## src/rtl/cplx_scale_pkg.sv

```systemverilog
package cplx_scale_pkg;

  typedef enum logic [1:0] {
    SC_NONE = 2'b00,
    SC_RSH1 = 2'b01,
    SC_RSH2 = 2'b10,
    SC_LSH1 = 2'b11
  } scale_e;

  typedef enum logic [1:0] {
    PICK_HIGHS = 2'b00,
    PICK_REAL  = 2'b01,
    PICK_LOWS  = 2'b10,
    PICK_IMAG  = 2'b11
  } pick_e;

  localparam int unsigned LANES   = 2;
  localparam int unsigned LANE_RE = 0;
  localparam int unsigned LANE_IM = 1;

endpackage

```

## src/rtl/cplx_scale_lane.sv

```systemverilog
module cplx_scale_lane
  import cplx_scale_pkg::*;
#(
  parameter int unsigned W = 32
) (
  input  logic [W-1:0]   x,
  input  scale_e         code,
  input  logic           round_en,
  output logic [W/2-1:0] hi,
  output logic [W/2-1:0] lo,
  output logic           ovf
);
  localparam int unsigned H = W / 2;

  logic [W-1:0] s;
  logic [H-1:0] up;
  logic         rnd_bit;
  logic         shift_bad;
  logic         round_bad;

  // arithmetic scaling, identical code for every lane
  always_comb begin
    unique case (code)
      SC_LSH1: s = {x[W-2:0], 1'b0};
      SC_RSH1: s = {x[W-1], x[W-1:1]};
      SC_RSH2: s = {{2{x[W-1]}}, x[W-1:2]};
      default: s = x;
    endcase
  end

  assign shift_bad = (code == SC_LSH1) && (x[W-1] != x[W-2]);

  assign up        = s[W-1:H];
  assign rnd_bit   = round_en & s[H-1];
  assign round_bad = rnd_bit && (up == {1'b0, {(H-1){1'b1}}});

  assign hi  = up + {{(H-1){1'b0}}, rnd_bit};
  assign lo  = s[H-1:0];
  assign ovf = shift_bad | round_bad;

endmodule

```

## src/rtl/cplx_half_pick.sv

```systemverilog
module cplx_half_pick
  import cplx_scale_pkg::*;
#(
  parameter int unsigned H = 16
) (
  input  pick_e        sel,
  input  logic [H-1:0] re_hi,
  input  logic [H-1:0] re_lo,
  input  logic [H-1:0] im_hi,
  input  logic [H-1:0] im_lo,
  output logic [H-1:0] a,
  output logic [H-1:0] b
);
  always_comb begin
    unique case (sel)
      PICK_HIGHS: begin a = re_hi; b = im_hi; end
      PICK_REAL:  begin a = re_hi; b = re_lo; end
      PICK_LOWS:  begin a = re_lo; b = im_lo; end
      default:    begin a = im_hi; b = im_lo; end
    endcase
  end
endmodule

```

## src/rtl/cplx_out_stage.sv

```systemverilog
module cplx_out_stage #(
  parameter int unsigned H = 16
) (
  input  logic         clk,
  input  logic         rst_n,
  input  logic         up_valid,
  output logic         up_ready,
  input  logic [H-1:0] d_a,
  input  logic [H-1:0] d_b,
  input  logic         d_ovf,
  output logic         dn_valid,
  input  logic         dn_ready,
  output logic [H-1:0] q_a,
  output logic [H-1:0] q_b,
  output logic         q_ovf
);
  logic take;

  assign up_ready = !dn_valid || dn_ready;
  assign take     = up_valid && up_ready;

  always_ff @(posedge clk) begin
    if (!rst_n) begin
      dn_valid <= 1'b0;
      q_a      <= '0;
      q_b      <= '0;
      q_ovf    <= 1'b0;
    end else begin
      if (take) begin
        dn_valid <= 1'b1;
        q_a      <= d_a;
        q_b      <= d_b;
        q_ovf    <= d_ovf;
      end else if (dn_ready) begin
        dn_valid <= 1'b0;
      end
    end
  end
endmodule

```

## src/rtl/cplx_result_scaler.sv

```systemverilog
module cplx_result_scaler
  import cplx_scale_pkg::*;
#(
  parameter int unsigned W = 32
) (
  input  logic           clk,
  input  logic           rst_n,
  input  logic           in_valid,
  output logic           in_ready,
  input  logic [W-1:0]   in_re,
  input  logic [W-1:0]   in_im,
  input  logic [1:0]     scale_code,
  input  logic           round_en,
  input  logic [1:0]     out_sel,
  output logic           out_valid,
  input  logic           out_ready,
  output logic [W/2-1:0] out_a,
  output logic [W/2-1:0] out_b,
  output logic           out_ovf
);
  localparam int unsigned H = W / 2;

  logic [W-1:0] lane_x   [LANES];
  logic [H-1:0] lane_hi  [LANES];
  logic [H-1:0] lane_lo  [LANES];
  logic         lane_ovf [LANES];

  logic [H-1:0] pick_a;
  logic [H-1:0] pick_b;
  logic         any_ovf;

  assign lane_x[LANE_RE] = in_re;
  assign lane_x[LANE_IM] = in_im;

  for (genvar g = 0; g < LANES; g++) begin : g_lane
    cplx_scale_lane #(.W(W)) u_lane (
      .x        (lane_x[g]),
      .code     (scale_e'(scale_code)),
      .round_en (round_en),
      .hi       (lane_hi[g]),
      .lo       (lane_lo[g]),
      .ovf      (lane_ovf[g])
    );
  end

  assign any_ovf = lane_ovf[LANE_RE] | lane_ovf[LANE_IM];

  cplx_half_pick #(.H(H)) u_pick (
    .sel   (pick_e'(out_sel)),
    .re_hi (lane_hi[LANE_RE]),
    .re_lo (lane_lo[LANE_RE]),
    .im_hi (lane_hi[LANE_IM]),
    .im_lo (lane_lo[LANE_IM]),
    .a     (pick_a),
    .b     (pick_b)
  );

  cplx_out_stage #(.H(H)) u_stage (
    .clk      (clk),
    .rst_n    (rst_n),
    .up_valid (in_valid),
    .up_ready (in_ready),
    .d_a      (pick_a),
    .d_b      (pick_b),
    .d_ovf    (any_ovf),
    .dn_valid (out_valid),
    .dn_ready (out_ready),
    .q_a      (out_a),
    .q_b      (out_b),
    .q_ovf    (out_ovf)
  );
endmodule

```

## config.mk

```make
export PLATFORM = sky130hd
export DESIGN_NAME = cplx_result_scaler
export DESIGN_NICKNAME = d
export VERILOG_FILES = /design/src/rtl/cplx_scale_pkg.sv /design/src/rtl/cplx_scale_lane.sv /design/src/rtl/cplx_half_pick.sv /design/src/rtl/cplx_out_stage.sv /design/src/rtl/cplx_result_scaler.sv
export SDC_FILE = /design/constraint.sdc
export NUM_CORES = 1
export LEC_CHECK = 0
export BUFFER_PORTS_ARGS = -buffer_cell sky130_fd_sc_hd__clkbuf_2
export CORE_MARGIN = 5
export CORE_UTILIZATION = 58
export CTS_CLUSTER_DIAMETER = 200
export DETAILED_ROUTE_END_ITERATION = 12
export HOLD_SLACK_MARGIN = 0.15
export PLACE_DENSITY = 0.87
export SLEW_MARGIN = 25
export SYNTH_ARGS = -nofsm -noshare
export SYNTH_HDL_FRONTEND = slang
export SYNTH_SLANG_ARGS = --single-unit
```

## constraint.sdc

```tcl
create_clock -name clk -period 6.45 [get_ports clk]
set_clock_uncertainty 0.2 [all_clocks]
set_input_delay 0.3225 -clock clk [delete_from_list [all_inputs] [get_ports clk]]
set_output_delay 0.3225 -clock clk [all_outputs]
set_load 0.01 [all_outputs]
```

======== Yosys cells after proc, flatten, opt, wreduce, memory -nomap -nowiden ========
Cells that the tools add are included.
cells by class
  add/sub/neg operators ................... 2
  equality and inequality tests ........... 9
  mux-type cells .......................... 6
  bitwise gates (word level) .............. 5
  reduce and logical (&&, ||, !) cells .... 10
operator list
  operator                                                number
  case mux 32 bit (3 select lines)                        2
  case mux 16 bit (2 select lines)                        2
  adder 16 x 1 -> 16 bit                                  2
  equality test 16 x 15 -> 1 bit (second input constant)  2
  equality test 2 bit (second input constant)             3
  logical AND 1 bit                                       5
  equality test 2 x 1 -> 1 bit (second input constant)    2
  OR 1 bit                                                3
  AND 1 bit                                               2
  zero test 2 bit                                         1
  two-way mux 1 bit                                       2
  != test 1 bit                                           2
  nonzero test 2 bit                                      1
  OR reduction 2 bit                                      1
  zero test 1 bit                                         1
  logical OR 1 bit                                        1
word-level totals
  flip-flop bits (word level) ............. 34
  input port bits ......................... 73
  output and inout bits ................... 35
  logic and storage cells ................. 36

======== Longest topological paths before layout ========
  depth in word-level cells ............... 6
  mapped depth ............................ 13

======== By module ========
From an unflattened synthesis, not the netlist that was laid out.
unflattened totals
  cells, all modules ...................... 457
  area, all modules ....................... 4431.8 um^2
by module, submodules not included
  module                              instances  cells an instance  area each (um^2)  sequential area each (um^2)
  cplx_out_stage                      1          148                1395.1            680.7
  cplx_scale_lane (g_lane[0].u_lane)  1          101                1214.9            0.0
  cplx_scale_lane (g_lane[1].u_lane)  1          100                1113.6            0.0
  cplx_half_pick                      1          107                701.9             0.0
  cplx_result_scaler                  1          1                  6.3               0.0

======== Worst setup path before layout ========
No wires, ideal clock.
  kind .................................... input to register
  start ................................... in scale_code[0]
  end ..................................... reg u_stage.q_a[14]
  library setup time ...................... 0.124 ns
  data arrival time ....................... 2.570 ns
  slack ................................... 3.555 ns
  cell stages on the path ................. 12
  cell sequence ........................... buf_6 buf_6 buf_6 buf_4 buf_2 mux4_2 ha_1 nand4_1 nor4_1 xor2_1 a221oi_1 a21oi_1
on the way
  cells in the longest elaborated chain, start to end .. 5
RTL lines
  item                                                                 line                      text
  from (decl)                                                          cplx_result_scaler.sv:12  input logic [1:0] scale_code,
  equality test 2 bit or equality test 2 x 1 -> 1 bit (tied branches)  cplx_scale_lane.sv:23     unique case (code)
  case mux 32 bit (3 select lines)                                     cplx_scale_lane.sv:23
  AND 1 bit                                                            cplx_scale_lane.sv:34     assign rnd_bit = round_en & s[H-1];
  adder 16 x 1 -> 16 bit                                               cplx_scale_lane.sv:37     assign hi = up + {{(H-1){1'b0}}, rnd_bit};
  case mux 16 bit (2 select lines) (*)                                 cplx_half_pick.sv:15      unique case (sel)
  to (signal assigned)                                                 cplx_out_stage.sv:25      q_a <= '0;
  to (signal assigned)                                                 cplx_out_stage.sv:31      q_a <= d_a;
  to (decl)                                                            cplx_out_stage.sv:13      output logic [H-1:0] q_a,
Mark *: on every way between the ends. The rest lies on a longest branch, timed or not.
A chain may end at the register's enable or synchronous reset.

======== Worst setup path after layout ========
  start ................................... in scale_code[1]
  end ..................................... reg u_stage.q_b[1]
on the way
  cells in the longest elaborated chain, start to end .. 5
RTL lines
  item                                                                 line                   text
  equality test 2 bit or equality test 2 x 1 -> 1 bit (tied branches)  cplx_scale_lane.sv:23
  case mux 32 bit (3 select lines)                                     cplx_scale_lane.sv:23
  AND 1 bit                                                            cplx_scale_lane.sv:34
  adder 16 x 1 -> 16 bit                                               cplx_scale_lane.sv:37
  case mux 16 bit (2 select lines) (*)                                 cplx_half_pick.sv:15
  to (signal assigned)                                                 cplx_out_stage.sv:26   q_b <= '0;
  to (signal assigned)                                                 cplx_out_stage.sv:32   q_b <= d_b;
  to (decl)                                                            cplx_out_stage.sv:14   output logic [H-1:0] q_b,
Marks and branches as above.

==> flow_summary.toml <==
[logic_synthesis]
ys_warn_count = 0
ys_async_sr_fraction_pct = 0
syn_inst = 397
ys_types = 60
synth_top_area_cell = "mux4_2"
yosysSeqAreaShare_pct = 17.1
avgSynthCellArea_um2 = 10.0
synthFlopType = "dfxtp_1"
syn-num-nets = 474
synth_top_area_share_pct = 31.6
synth_edf_count = 0
syn_area_mm2 = 0.00399
synth-seq-cells = 34
synthTopCellsByArea = "mux4_2, dfxtp_1, a21oi_1, o21ai_0, xor2_1"

[route]
drt-met1-wl_mm = 4.83
wl_met2_mm = 5.46
wl_met3_mm = 1.65
avgRoutedWirePerCell_um = 21.9
drt_iter0_drc = 558
wl_mm = 12.4
vias = 4091
dr.pass1.iters = 6
via_per_inst = 7.25
ant_nets = 0
drc = 0
top_layer = "met4"

[floorplan]
rows = 30
die_y_um = 92.9
io_pins = 108
die_area_mm2 = 0.00863
initial_core_util_pct = 59.0
fp.coreArea_mm2 = 0.00676
die_w_um = 92.9

[setup_path]
path_max_fanout = 43
cp_data_arrival_time_ns = 3.64
critical_path.startpoint = "scale_code[1]"
r2r_end = "u_stage.q_b[8]$_SDFFE_PN0P_"
r2r_setup_slack_ns = 4.40
crit_path_start_kind = "input pin"
reg2reg_depth = 5
crit_type = "in -> reg"
worstPathRequired_ns = 6.47
timing.rr.start = "u_stage.dn_valid$_SDFFE_PN0P_"
critPathCaptureType = "flip-flop"
crit_path_end = "u_stage.q_b[1]$_SDFFE_PN0P_"

[hold_path]
hold_class = "in -> reg"

[timing]
maxSlewHeadroom_pct = 43.4
max_freq_ghz = 0.276
hold_viol = 0
fin_tns_setup_ns = 0
drv_slew = 0
post-route-period-util_pct = 56.1
setup_viol = 0
rsz0062_at_grt = "false"
worst_slew_pin_slew_ns = 0.847
period_minus_slack_ns = 3.62
final.setup.worst_slack_ns = 2.83

[placed_design]
io_buffers = 107
dp_slack_ns = 2.65
gp_congestion = 0.934
dpl.hpwl_mm = 9.76

[grt]
grt_pass1_wl_mm = 19.9
grt_pass1_vias = 3663
grt_max_degree = 71
overflow = 0
antenna_found_initial = 0
grt_usage_pct = 29.2

[cts]
cts-root-buf = "clkbuf_8"
cts-buffers-inserted = 5
clkTransAtPathRegs_ns = 0.07
ctsResizeCount = 0
cts_tree = "done"
insertion_delay_ns = 0.28
post_cts_buffers = 0
cts_buffer_depth = 2
ctsHoldBuffers = 1
htreeDepth = 2
clock-sinks = 34

[pwr]
leakage_nw = 1.81
powerDensity_mw_per_mm2 = 158
ir_drop_mv = 0.0704

[layout]
diodes = 0
final_cell_mix = "clkbuf_2, mux4_2, dfxtp_1"
final_common_cell = "clkbuf_2"
fin_nets = 560
area_delta_synth_final_pct = 14.1
fillCellCount = 558
drive_above_1_share_pct = 38.2

[flow_run]
cap_violations = 0

[outcome]
status = "completed"
-- flip-flops by register name, indices dropped and copies added (netlist names) --
register / count
u_stage.dn_valid: 1
u_stage.q_a: 16
u_stage.q_b: 16
u_stage.q_ovf: 1
-- synthesized netlist by cell type, types with 5 or more instances --
master     n
a211oi_1   5
a21oi_1   29
a221oi_1   9
and2_1     6
buf_2      6
buf_6      8
clkbuf_1  15
dfxtp_1   34
mux2i_1   11
mux4_2    56
nand2_1   25
nand3_1   16
nand4_1    8
nor2_1    29
nor3_1     7
o21ai_0   29
xnor2_1   11
xor2_1    14
-- logic make-up (layout without fill, tap and decap cells) --
group           Yosys count  after routing  share of synthesized area [%]
simple gates            118            118                           16.2
compound gates          107            107                           17.8
mux                      71             71                           36.3
buf+inv                  38            125                           5.87
flops                    34             34                           17.1
xor+xnor                 25             25                           5.49
fa+ha+maj                 4              4                           1.26
-- through the flow --
step	instance area, um^2	total power, W	hold WS, ns	instances	utilization, %
3_5_place_dp	4430	0.000552	0.263	554	65.6
3_3_place_gp	4430	0.000544	0.261	554	65.6
5_1_grt	4550	0.000754	0.208	564	67.4
6_report	4550	0.000717	0.179	564	67.4
4_1_cts	4530	0.000709	0.176	563	67.1
2_1_floorplan	3990	0.000453	0.252	397	-
-- power breakdown --
part	internal (W)	switching [W]	leakage, nW
clock	0.0000860	0.0000732	0.0482
combinational	0.000139	0.000179	1.48
sequential	0.000229	0.0000106	0.282
-- worst min-delay path by stage --
| stage | end | start | depth (start not counted) |
|---|---|---|---|
| finish | u_stage.dn_valid$_SDFFE_PN0P_ | out_ready | 3 |
| global route | u_stage.dn_valid$_SDFFE_PN0P_ | out_ready | 3 |
| CTS | u_stage.dn_valid$_SDFFE_PN0P_ | out_ready | 3 |
| detailed placement | u_stage.q_b[3]$_SDFFE_PN0P_ | u_stage.q_b[3]$_SDFFE_PN0P_ | 2 |
| global placement | u_stage.q_a[3]$_SDFFE_PN0P_ | u_stage.q_a[3]$_SDFFE_PN0P_ | 2 |
| floorplan | u_stage.dn_valid$_SDFFE_PN0P_ | in_valid | 2 |
-- worst max-delay path: stages --
cell      delay [ns]
buf_2           0.50
buf_4           0.58
mux4_2          0.42
and2_1          0.20
ha_1            0.31
ha_1            0.34
nor2_1          0.04
o311ai_0        0.61
o21ai_0         0.19
nor2_1          0.11
-- layout make-up --
cell class                 count  area, um^2  share of cell area, %
sequential                    34         681                   15.0
clock inverter                 1        5.00                  0.110
clock buffer                   7        86.3                   1.90
timing repair buffer         111         583                   12.8
multi-input combinational    325        3070                   67.5
inverter                       6        22.5                  0.495
tap                           80         100                   2.20
-- metal layers --
layer  up-vias  track usage (%)
met5         -                0
met4         0             10.5
met3        38             6.90
met2       356             42.2
met1      1915             42.4
li1       1782                -
(Power assumes the default switching activity.)
